`src/rtl/dpll_pkg.sv`:
```
package dpll_pkg;

  // Command codes; the enable/source codes are the fixed encodings
  typedef enum logic [2:0] {
    CMD_NOP     = 3'b000,
    CMD_SEARCH  = 3'b001,
    CMD_CLRMISS = 3'b010,
    CMD_OFF     = 3'b011,
    CMD_SRC_BRG = 3'b100,
    CMD_SRC_PIN = 3'b101,
    CMD_NRZI    = 3'b110,
    CMD_FM      = 3'b111
  } dpllCmdE;

  // Control -> datapath strobes and levels
  typedef struct packed {
    logic tick;
    logic fmMode;
    logic tracking;
  } dpCtlT;

  // Datapath -> control events
  typedef struct packed {
    logic edgeNow;
    logic lockEvt;
    logic boundary;
  } dpStatT;

endpackage

```
`src/rtl/dpll_datapath.sv`:
```
module dpll_datapath
  import dpll_pkg::*;
#(
  parameter int CNT_W     = 5,
  parameter int NRZI_CELL = 32,
  parameter int FM_CELL   = 16
) (
  input  logic   clk,
  input  logic   rstN,
  input  dpCtlT  ctl,
  input  logic   rxData,
  output dpStatT stat,
  output logic   txStrobe,
  output logic   rxStrobe
);

  localparam int LEN_W = CNT_W + 1;

  logic [CNT_W-1:0] cnt, nextCnt;
  logic [LEN_W-1:0] cellLen, halfLen, qtrLen, cntExt, incr, sumExt, nextExt;
  logic             prevData;
  logic             edgeNow, inWindow, earlyEdge, lateEdge;
  logic             lockEvt, boundary, midCell;

  // Edge detector: compare the current sample with the previous tick's
  always_comb begin
    edgeNow = ctl.tick && (rxData != prevData);
  end

  // Count modifier
  always_comb begin
    cellLen  = ctl.fmMode ? LEN_W'(FM_CELL) : LEN_W'(NRZI_CELL);
    halfLen  = cellLen >> 1;
    qtrLen   = cellLen >> 2;
    cntExt   = {1'b0, cnt};
    // FM: only edges near the boundary steer the loop
    inWindow = !ctl.fmMode || (cntExt >= cellLen - qtrLen) || (cntExt < qtrLen);
    earlyEdge = edgeNow && ctl.tracking && inWindow &&
                (cntExt >= halfLen) && (cntExt <= cellLen - LEN_W'(2));
    lateEdge  = edgeNow && ctl.tracking && inWindow && (cntExt < halfLen);
    if (earlyEdge)     incr = LEN_W'(2);
    else if (lateEdge) incr = '0;
    else               incr = LEN_W'(1);
    sumExt  = cntExt + incr;
    nextExt = (sumExt >= cellLen) ? sumExt - cellLen : sumExt;
    nextCnt = nextExt[CNT_W-1:0];
  end

  // Decoders
  always_comb begin
    lockEvt  = edgeNow && !ctl.tracking;
    boundary = ctl.tick && ctl.tracking && (nextCnt == '0) && (cnt != '0);
    midCell  = ctl.tick && ctl.tracking && (nextExt == halfLen) && (cntExt != halfLen);
    stat.edgeNow  = edgeNow;
    stat.lockEvt  = lockEvt;
    stat.boundary = boundary;
  end

  always_ff @(posedge clk) begin
    if (!rstN) begin
      cnt      <= '0;
      prevData <= 1'b0;
      txStrobe <= 1'b0;
      rxStrobe <= 1'b0;
    end else begin
      txStrobe <= lockEvt || boundary;
      rxStrobe <= midCell;
      if (ctl.tick) prevData <= rxData;
      if (lockEvt) cnt <= '0;
      else if (ctl.tick && ctl.tracking) cnt <= nextCnt;
    end
  end

  AST_CNT_RANGE: assert property (@(posedge clk) disable iff (!rstN)
    ctl.tracking |-> (cntExt < cellLen));

  AST_STROBE_EXCL: assert property (@(posedge clk) disable iff (!rstN)
    !(txStrobe && rxStrobe));

  AST_STROBE_NEEDS_TICK: assert property (@(posedge clk) disable iff (!rstN)
    (txStrobe || rxStrobe) |-> $past(ctl.tick));

  AST_LOCK_ZEROES: assert property (@(posedge clk) disable iff (!rstN)
    lockEvt |=> (cnt == '0));

endmodule

```
`src/rtl/dpll_ctrl.sv`:
```
module dpll_ctrl
  import dpll_pkg::*;
(
  input  logic       clk,
  input  logic       rstN,
  input  logic       cmdValid,
  input  logic [2:0] cmdCode,
  input  logic       brgTick,
  input  logic       pinTick,
  input  dpStatT     stat,
  output dpCtlT      ctl,
  output logic       locked,
  output logic       missingClk
);

  logic enabled, srcPin, fmMode, tracking;
  logic missOne, edgeSeen, missFlag;

  always_comb begin
    ctl.tick     = enabled && (srcPin ? pinTick : brgTick);
    ctl.fmMode   = fmMode;
    ctl.tracking = tracking;
    locked       = tracking;
    missingClk   = missFlag;
  end

  always_ff @(posedge clk) begin
    if (!rstN) begin
      enabled  <= 1'b0;
      srcPin   <= 1'b0;
      fmMode   <= 1'b0;
      tracking <= 1'b0;
      missOne  <= 1'b0;
      edgeSeen <= 1'b0;
      missFlag <= 1'b0;
    end else begin
      // Loop events
      if (stat.lockEvt) begin
        tracking <= 1'b1;
        missOne  <= 1'b0;
        edgeSeen <= 1'b0;
      end else if (stat.boundary) begin
        edgeSeen <= 1'b0;
        if (edgeSeen || stat.edgeNow) missOne <= 1'b0;
        else if (missOne) begin
          if (fmMode) missFlag <= 1'b1;
        end else missOne <= 1'b1;
      end else if (stat.edgeNow && tracking) begin
        edgeSeen <= 1'b1;
      end
      // Commands take precedence
      if (cmdValid) begin
        case (cmdCode)
          CMD_SEARCH: begin
            tracking <= 1'b0;
            missOne  <= 1'b0;
            edgeSeen <= 1'b0;
          end
          CMD_CLRMISS: missFlag <= 1'b0;
          CMD_OFF:     enabled  <= 1'b0;
          CMD_SRC_BRG: begin
            enabled <= 1'b1;
            srcPin  <= 1'b0;
          end
          CMD_SRC_PIN: begin
            enabled <= 1'b1;
            srcPin  <= 1'b1;
          end
          CMD_NRZI: begin
            fmMode   <= 1'b0;
            tracking <= 1'b0;
            missOne  <= 1'b0;
            edgeSeen <= 1'b0;
          end
          CMD_FM: begin
            fmMode   <= 1'b1;
            tracking <= 1'b0;
            missOne  <= 1'b0;
            edgeSeen <= 1'b0;
          end
          default: ;
        endcase
      end
    end
  end

  AST_MISS_STICKY: assert property (@(posedge clk) disable iff (!rstN)
    (missFlag && !(cmdValid && cmdCode == CMD_CLRMISS)) |=> missFlag);

  AST_MISS_FM_ONLY: assert property (@(posedge clk) disable iff (!rstN)
    $rose(missFlag) |-> $past(fmMode));

  AST_OFF_FROZEN: assert property (@(posedge clk) disable iff (!rstN)
    (!enabled && !cmdValid) |=> $stable(tracking));

  AST_LOCK_NEEDS_EDGE: assert property (@(posedge clk) disable iff (!rstN)
    (!tracking && !stat.lockEvt) |=> !tracking);

endmodule

```
`src/rtl/dpll_clock_recovery.sv`:
```
module dpll_clock_recovery
  import dpll_pkg::*;
#(
  parameter int CNT_W     = 5,
  parameter int NRZI_CELL = 32,
  parameter int FM_CELL   = 16
) (
  input  logic       clk,
  input  logic       rstN,
  input  logic       cmdValid,
  input  logic [2:0] cmdCode,
  input  logic       brgTick,
  input  logic       pinTick,
  input  logic       rxData,
  output logic       txClk,
  output logic       rxClk,
  output logic       locked,
  output logic       missingClk
);

  dpCtlT  ctlBus;
  dpStatT statBus;

  dpll_ctrl i_ctrl (
    .clk       (clk),
    .rstN      (rstN),
    .cmdValid  (cmdValid),
    .cmdCode   (cmdCode),
    .brgTick   (brgTick),
    .pinTick   (pinTick),
    .stat      (statBus),
    .ctl       (ctlBus),
    .locked    (locked),
    .missingClk(missingClk)
  );

  dpll_datapath #(
    .CNT_W    (CNT_W),
    .NRZI_CELL(NRZI_CELL),
    .FM_CELL  (FM_CELL)
  ) i_datapath (
    .clk     (clk),
    .rstN    (rstN),
    .ctl     (ctlBus),
    .rxData  (rxData),
    .stat    (statBus),
    .txStrobe(txClk),
    .rxStrobe(rxClk)
  );

endmodule

```
`config.mk`:
```
export PLATFORM = sky130hd
export DESIGN_NAME = dpll_clock_recovery
export DESIGN_NICKNAME = d
export VERILOG_FILES = /design/src/rtl/dpll_pkg.sv /design/src/rtl/dpll_datapath.sv /design/src/rtl/dpll_ctrl.sv /design/src/rtl/dpll_clock_recovery.sv
export SDC_FILE = /design/constraint.sdc
export NUM_CORES = 1
export LEC_CHECK = 0
export BUFFER_PORTS_ARGS = -buffer_cell sky130_fd_sc_hd__buf_2
export CAP_MARGIN = 25
export CELL_PAD_IN_SITES_DETAIL_PLACEMENT = 0
export CELL_PAD_IN_SITES_GLOBAL_PLACEMENT = 1
export CORE_AREA = 2 2 55 57
export CTS_CLUSTER_DIAMETER = 30
export DETAILED_ROUTE_END_ITERATION = 7
export DIE_AREA = 0 0 57 59
export GPL_ROUTABILITY_DRIVEN = 0
export PLACE_DENSITY = 0.79
export SETUP_SLACK_MARGIN = 0.1
export SYNTH_ARGS = -nofsm -noshare
export SYNTH_HDL_FRONTEND = slang
export SYNTH_SLANG_ARGS = --single-unit
export TNS_END_PERCENT = 1
```
`constraint.sdc`:
```
create_clock -name clk -period 4.3 [get_ports clk]
set_input_delay 0.645 -clock clk [delete_from_list [all_inputs] [get_ports clk]]
set_output_delay 0.645 -clock clk [all_outputs]
set_load 0.005 [all_outputs]
```
### After elaboration in Yosys (flattened, before gate mapping)

Cells that the tools add are included.

| cells by class | value |
|---|---|
| add/subtract/negate cells | 4 |
| magnitude comparators | 6 |
| equality and inequality tests | 10 |
| multiplexer cells | 28 |
| bitwise logic cells | 1 |
| reduce and logical (&&, ||, !) cells | 30 |

Operator list:

| kind | count |
|---|---|
| 1-bit two-way mux | 22 |
| 6-bit two-way mux | 3 |
| 1-bit logical AND | 13 |
| 3-bit equality test, second input constant | 4 |
| 5-bit by 6-bit adder with 6-bit output | 1 |
| 3-bit by 2-bit equality test with 1-bit output, second input constant | 2 |
| 6-bit by 5-bit equality test with 1-bit output | 1 |
| 5-bit by 6-bit >= comparator with 1-bit output | 1 |
| 6-bit >= comparator | 1 |
| 5-bit by 6-bit <= comparator with 1-bit output | 1 |
| 1-bit one-hot mux with 2 select lines | 3 |
| 2-bit AND reduction | 3 |
| 2-bit nonzero test | 3 |
| 6-bit by 2-bit subtractor with 6-bit output, second input constant | 1 |
| 6-bit by 4-bit subtractor with 6-bit output | 1 |
| 6-bit subtractor | 1 |
| 5-bit >= comparator | 1 |
| 5-bit logical NOT | 1 |
| 5-bit by 4-bit < comparator with 1-bit output | 1 |
| 5-bit < comparator | 1 |
| 5-bit != test | 1 |
| 5-bit nonzero test | 1 |
| 1-bit logical OR | 4 |
| 2-bit OR reduction | 2 |
| other kinds (5) | 6 |

| storage, ports and cells | value |
|---|---|
| flip-flop bits (word level) | 15 |
| input port bits | 9 |
| word-level logic and storage cells | 90 |

### Depth between registers and ports, before layout

| depth | value |
|---|---|
| word-level depth | 19 |
| mapped depth | 18 |
| depth with buffers taken out | 17 |

### Hierarchy

Synthesis repeated with hierarchy kept, for this count alone.

| unflattened totals | value |
|---|---|
| cells, all modules | 130 |
| area, all modules | 1158.6 µm² |

Modules (own cells, without submodules):

| module | instances | cells an instance | area an instance (µm²) | seq. area each (µm²) |
|---|---|---|---|---|
| dpll_datapath | 1 | 94 | 809.5 | 160.2 |
| dpll_ctrl | 1 | 36 | 349.1 | 140.1 |

### Worst setup path before layout

OpenSTA, ideal clock, no wires.

| timing | value |
|---|---|
| path type | input-to-reg |
| start point | input port pinTick |
| end point | register i_ctrl.edgeSeen |
| library setup time | 0.117 ns |
| arrival | 3.776 ns |
| path slack | 0.407 ns |
| stages | 16 |
| cells stage by stage | mux2_2 and3_1 clkbuf_1 o311a_1 o21ai_0 ha_1 inv_1 fa_1 nand3b_1 xor2_1 ha_1 fa_1 nor2b_1 a211oi_1 nand4bb_1 nor3b_1 |

| on the way | value |
|---|---|
| longest elaborated chain between the ends | 18 |
| elaborated cells on any way between the ends | 24 |
| classes of those cells | add/sub: 2; order compare: 1; mux: 9; reduce/logical: 12 |

RTL lines:

| what | RTL line | text |
|---|---|---|
| start, declared | dpll_clock_recovery.sv:13 | `input logic pinTick,` |
| 1-bit two-way mux (*) | dpll_ctrl.sv:20 | `ctl.tick = enabled && (srcPin ? pinTick : brgTick);` |
| 1-bit logical AND (*) | dpll_ctrl.sv:20 |  |
| 1-bit logical AND | dpll_datapath.sv:27 | `edgeNow = ctl.tick && (rxData != prevData);` |
| 1-bit logical AND | dpll_datapath.sv:38, dpll_datapath.sv:40, dpll_ctrl.sv:48 |  |
| 1-bit logical AND | dpll_datapath.sv:38, dpll_datapath.sv:40 |  |
| 1-bit logical AND, on equally long branches | dpll_datapath.sv:40, dpll_datapath.sv:38 |  |
| 1-bit two-way mux / 1-bit logical AND (equally long branches) | dpll_datapath.sv:42, dpll_datapath.sv:39 |  |
| 6-bit two-way mux | dpll_datapath.sv:41 | `if (earlyEdge) incr = LEN_W'(2);` |
| 5-bit by 6-bit adder with 6-bit output | dpll_datapath.sv:44 | `sumExt = cntExt + incr;` |
| 6-bit subtractor / 6-bit >= comparator (equally long branches) | dpll_datapath.sv:45 | `nextExt = (sumExt >= cellLen) ? sumExt - cellLen : sumExt;` |
| 6-bit two-way mux | dpll_datapath.sv:45 |  |
| 5-bit logical NOT | dpll_datapath.sv:52 | `boundary = ctl.tick && ctl.tracking && (nextCnt == '0) && (cnt != '0);` |
| 1-bit logical AND (2 in series) | dpll_datapath.sv:52 |  |
| 1-bit two-way mux | dpll_ctrl.sv:42 | `end else if (stat.boundary) begin` |
| 1-bit two-way mux (*) | dpll_ctrl.sv:38 | `if (stat.lockEvt) begin` |
| 1-bit two-way mux | dpll_ctrl.sv:53 | `case (cmdCode)` |
| 1-bit two-way mux (*) | dpll_ctrl.sv:52 | `if (cmdValid) begin` |
| end signal, assigned | dpll_ctrl.sv:41 | `edgeSeen <= 1'b0;` |
| end signal, assigned | dpll_ctrl.sv:43 | `edgeSeen <= 1'b0;` |
| end signal, assigned | dpll_ctrl.sv:57 | `edgeSeen <= 1'b0;` |
| end, declared | dpll_ctrl.sv:17 | `logic missOne, edgeSeen, missFlag;` |

Every way passes the cells marked *; elsewhere a longest branch is shown, timed or not.
A chain may end at the register's enable or synchronous reset.

### Worst setup path after layout

| timing | value |
|---|---|
| start point | register i_ctrl.fmMode |
| end point | register i_ctrl.edgeSeen |

| on the way | value |
|---|---|
| longest elaborated chain between the ends | 19 |
| elaborated cells on any way between the ends | 28 |
| classes of those cells | add/sub: 4; order compare: 6; mux: 8; reduce/logical: 10 |

RTL lines:

| what | RTL line | text |
|---|---|---|
| start, declared | dpll_ctrl.sv:16 | `logic enabled, srcPin, fmMode, tracking;` |
| start signal, assigned | dpll_ctrl.sv:31 | `fmMode <= 1'b0;` |
| start signal, assigned | dpll_ctrl.sv:70 | `fmMode <= 1'b0;` |
| start signal, assigned | dpll_ctrl.sv:76 | `fmMode <= 1'b1;` |
| 6-bit two-way mux | dpll_datapath.sv:32 | `cellLen = ctl.fmMode ? LEN_W'(FM_CELL) : LEN_W'(NRZI_CELL);` |
| 6-bit by 4-bit subtractor with 6-bit output | dpll_datapath.sv:37 | `inWindow = !ctl.fmMode \|\| (cntExt >= cellLen - qtrLen) \|\| (cntExt < qtrLen);` |
| 5-bit by 6-bit >= comparator with 1-bit output | dpll_datapath.sv:37 |  |
| 1-bit logical OR (2 in series) | dpll_datapath.sv:37 |  |
| 1-bit logical AND | dpll_datapath.sv:38, dpll_datapath.sv:40 |  |
| 1-bit logical AND, on equally long branches | dpll_datapath.sv:40, dpll_datapath.sv:38 |  |
| 1-bit two-way mux / 1-bit logical AND (equally long branches) | dpll_datapath.sv:42, dpll_datapath.sv:39 |  |
| 6-bit two-way mux | dpll_datapath.sv:41 |  |
| 5-bit by 6-bit adder with 6-bit output | dpll_datapath.sv:44 |  |
| 6-bit subtractor / 6-bit >= comparator (equally long branches) | dpll_datapath.sv:45 |  |
| 6-bit two-way mux (*) | dpll_datapath.sv:45 |  |
| 5-bit logical NOT (*) | dpll_datapath.sv:52 |  |
| 1-bit logical AND (*) (2 in series) | dpll_datapath.sv:52 |  |
| 1-bit two-way mux (*) | dpll_ctrl.sv:42 |  |
| 1-bit two-way mux (*) | dpll_ctrl.sv:38 |  |
| 1-bit two-way mux | dpll_ctrl.sv:53 |  |
| 1-bit two-way mux (*) | dpll_ctrl.sv:52 |  |

Marks and branches as above.

==> results.py <==
metrics = {
    "status": {
        "status": "completed",
    },
    "synth": {
        "yosys.area_share.adder_pct": 12.39,
        "synthTopCellsByCount": "15 x dfxtp_1, 14 x nor2_1, 13 x nand2_1, 8 x ha_1",
        "synth_edf_count": 0,
        "yosys.area_share.simple_pct": 33.52,
        "synth_nets": 152,
        "synth.largest_area_cell": "dfxtp_1",
        "ys_seq_elements": 15,
        "synthTopCellsByArea": "dfxtp_1 27%, ha_1 8.8%, mux2i_1 6.2%",
        "synth-xor-area-share_pct": 4.535,
        "synth_top_area_share_pct": 26.55,
        "synth.mux.area_fraction_pct": 7.190,
        "synth.most_common_cell": "dfxtp_1",
        "syn_avg_cell_area_um2": 8.504,
        "async_reset_ff_share_pct": 0,
        "synthFlopType": "dfxtp_1",
        "ys_warn_count": 0,
        "synth_area_um2": 1131,
        "ys_seq_area_share_pct": 26.55,
        "syn_inst": 133,
        "synth-compound-area-share_pct": 10.51,
        "synth_cell_types": 42,
        "synth_top_family_by_area": "simple AND/OR/NAND/NOR gates",
    },
    "sta": {
        "hold_slack_ns": 0.4916,
        "worst_pin_slew_ns": 0.4352,
        "hold_viol_final": 0,
        "period_minus_slack_ns": 3.908,
        "clock_skew_ns": 0.007825,
        "finalCritPeriodShare_pct": 90.89,
        "finalSetupTns_ns": 0,
        "max_freq_ghz": 0.2559,
        "relSlewSlack_pct": 70.99,
        "rsz0062_at_grt": "no",
        "setup_violations": 0,
        "slew_viol_final": 0,
        "worst_slack_ns": 0.3917,
    },
    "drt": {
        "num_vias": 952,
        "drt-initial-drc-count": 22,
        "firstDrtPassIters": 4,
        "drtAntennaViolNets": 0,
        "wl_per_cell_um": 12.57,
        "avgViaCountPerCell": 5.318,
        "drc": 0,
        "totalWireLength_mm": 2.250,
    },
    "clock_network": {
        "clock_tree.root_cell": "clkbuf_4",
        "cts.clk_slew.worst_paths_ns": 0.10,
        "clk_latency_ns": 0.29,
        "clk_path_buf_depth": 2,
        "clock_sinks": 15,
        "tritoncts": "yes",
        "numCtsBuffers": 3,
        "htree_num_levels": 1,
    },
    "critical_path": {
        "cp_max_fo": 6,
        "arrival_ns": 4.13,
        "crit_type": "flop to flop",
        "startpoint_type": "flop",
        "cp.required_ns": 4.52,
        "cp-end-kind": "flop",
    },
    "grt": {
        "grt_max_degree": 12,
        "first_global_vias": 919,
        "overflow": 0,
        "antenna_found_initial": 0,
        "grt_pass1_wl_mm": 3.933,
        "grt_usage_pct": 14.90,
    },
    "floorplanning": {
        "die-height_um": 59,
        "initial_utilization_pct": 41.74,
        "core_area_um2": 2710,
        "row_count": 19,
        "die_area_um2": 3363,
        "die_x_um": 57,
        "num_io_pins": 13,
    },
    "pwr": {
        "max-vdd-ir-drop_uv": 151.7,
        "total_power_mw": 0.2519,
        "p_leak_nw": 0.5230,
        "p_per_area_nw_per_um2": 201.3,
    },
    "finish": {
        "nets": 168,
        "diodes": 0,
        "final_cells": 179,
        "nFillCells": 276,
        "final-seq-area_um2": 302.8,
        "multi_input_area_um2": 773.2,
        "synthToLayoutAreaGrowth_pct": 10.62,
        "drive_gt1_share_pct": 20.95,
    },
    "place": {
        "place_ws_ns": 0.1136,
        "hpwl_mm": 1.766,
        "dpl.cell_count": 175,
        "io_buffer_count": 12,
    },
    "job": {
        "maxCapViolations": 0,
    },
    "worst_hold_path": {
        "hold_path.class": "flop to flop",
    },
}
## power by group
group | internal (mW) | leakage (nW) | switching, mW
logic | 0.0116 | 0.383 | 0.0138
registers | 0.140 | 0.122 | 0.00172
clock network | 0.0346 | 0.0177 | 0.0499
## through the flow
stage	utilization, %	instance area [um2]
6_report	46.17	1251
5_1_grt	46.17	1251
4_1_cts	45.98	1246
3_5_place_dp	44.97	1219
3_3_place_gp	44.97	1219
2_1_floorplan	-	1131
## cells by family (layout without fill, tap and decap cells)
| group | Yosys count | after routing |
|---|---|---|
| compound gates | 18 | 18 |
| xor+xnor | 5 | 5 |
| fa+ha+maj | 10 | 10 |
| buf+inv | 11 | 26 |
| flops | 15 | 15 |
| mux | 8 | 8 |
| simple gates | 66 | 66 |
## final timing paths
check | startpoint | end | slack, ns | depth (start not counted)
setup / recovery | i_ctrl.fmMode$_SDFFE_PN0P_ | i_ctrl.edgeSeen$_SDFF_PN0_ | 0.39 | 15
hold / removal | i_datapath.prevData$_SDFFE_PN0N_ | i_datapath.prevData$_SDFFE_PN0N_ | 0.49 | 2
setup reg to reg | i_ctrl.fmMode$_SDFFE_PN0P_ | i_ctrl.edgeSeen$_SDFF_PN0_ | 0.39 | 15
hold reg to reg | i_datapath.prevData$_SDFFE_PN0N_ | i_datapath.prevData$_SDFFE_PN0N_ | 0.49 | 2
## metal layers
layer | global-route usage, % | share of wire, % | vias up
li1 | - | - | 499
met1 | 19.95 | 50 | 434
met2 | 24.47 | 45 | 14
met3 | 2.620 | 3.6 | 5
met4 | 4.983 | 1.3 | 0
met5 | 0 | 0 | -
## state kept, by name, summed over array words and instances, names as in the netlist
| name | cells |
|---|---|
| i_ctrl.missOne | 1 |
| i_ctrl.enabled | 1 |
| i_datapath.cnt | 5 |
| i_datapath.rxStrobe | 1 |
| i_ctrl.fmMode | 1 |
| i_ctrl.locked | 1 |
| i_datapath.prevData | 1 |
| i_ctrl.edgeSeen | 1 |
| i_ctrl.missingClk | 1 |
| i_ctrl.srcPin | 1 |
| i_datapath.txStrobe | 1 |
## repair_timing
item | in CTS | in global routing
hold endpoints to repair | 0 | 0
gates resized for setup | 0 | 3
setup endpoints to repair | 0 | 4
hold buffers | 0 | 0
buffers inserted | 0 | 0
## worst max-delay path, cell delays in order, from the launching register on
cell and delay (ns):
dfxtp_2 0.36, ha_1 0.32, nor2_1 0.11, nor3_1 0.05, o311a_1 0.36, o21ai_0 0.09, ha_1 0.22, inv_1 0.07
fa_1 0.47, nand3b_1 0.20, xor2_1 0.17, ha_1 0.21, fa_1 0.44, a211oi_1 0.32, nand4bb_1 0.25, nor3b_1 0.20
## cell usage in the layout (no fill, tap or decap), drive strengths merged, types with 2 or more instances in the layout
master   n
nor4b    2
nor3     4
fa       2
mux2i    7
nand2   13
o21ai    4
clkbuf   3
nor2b    3
xor2     2
nand3b   2
xnor2    3
nand4    3
nor2    14
nor3b    2
and2     2
and3     2
buf     15
inv      7
or3      3
a21oi    6
nand3    8
a21boi   3
ha       8
dfxtp   15
nand2b   4
## area by class of cell
| type | instances | area share [%] |
|---|---|---|
| Clock buffer | 3 | 1.800 |
| Clock inverter | 1 | 0.4000 |
| Inverter | 7 | 2.100 |
| Multi-Input combinational cell | 107 | 61.80 |
| Sequential cell | 15 | 24.20 |
| Tap cell | 31 | 3.100 |
| Timing Repair Buffer | 15 | 6.600 |
No activity file was read; power rests on OpenSTA's default activity.
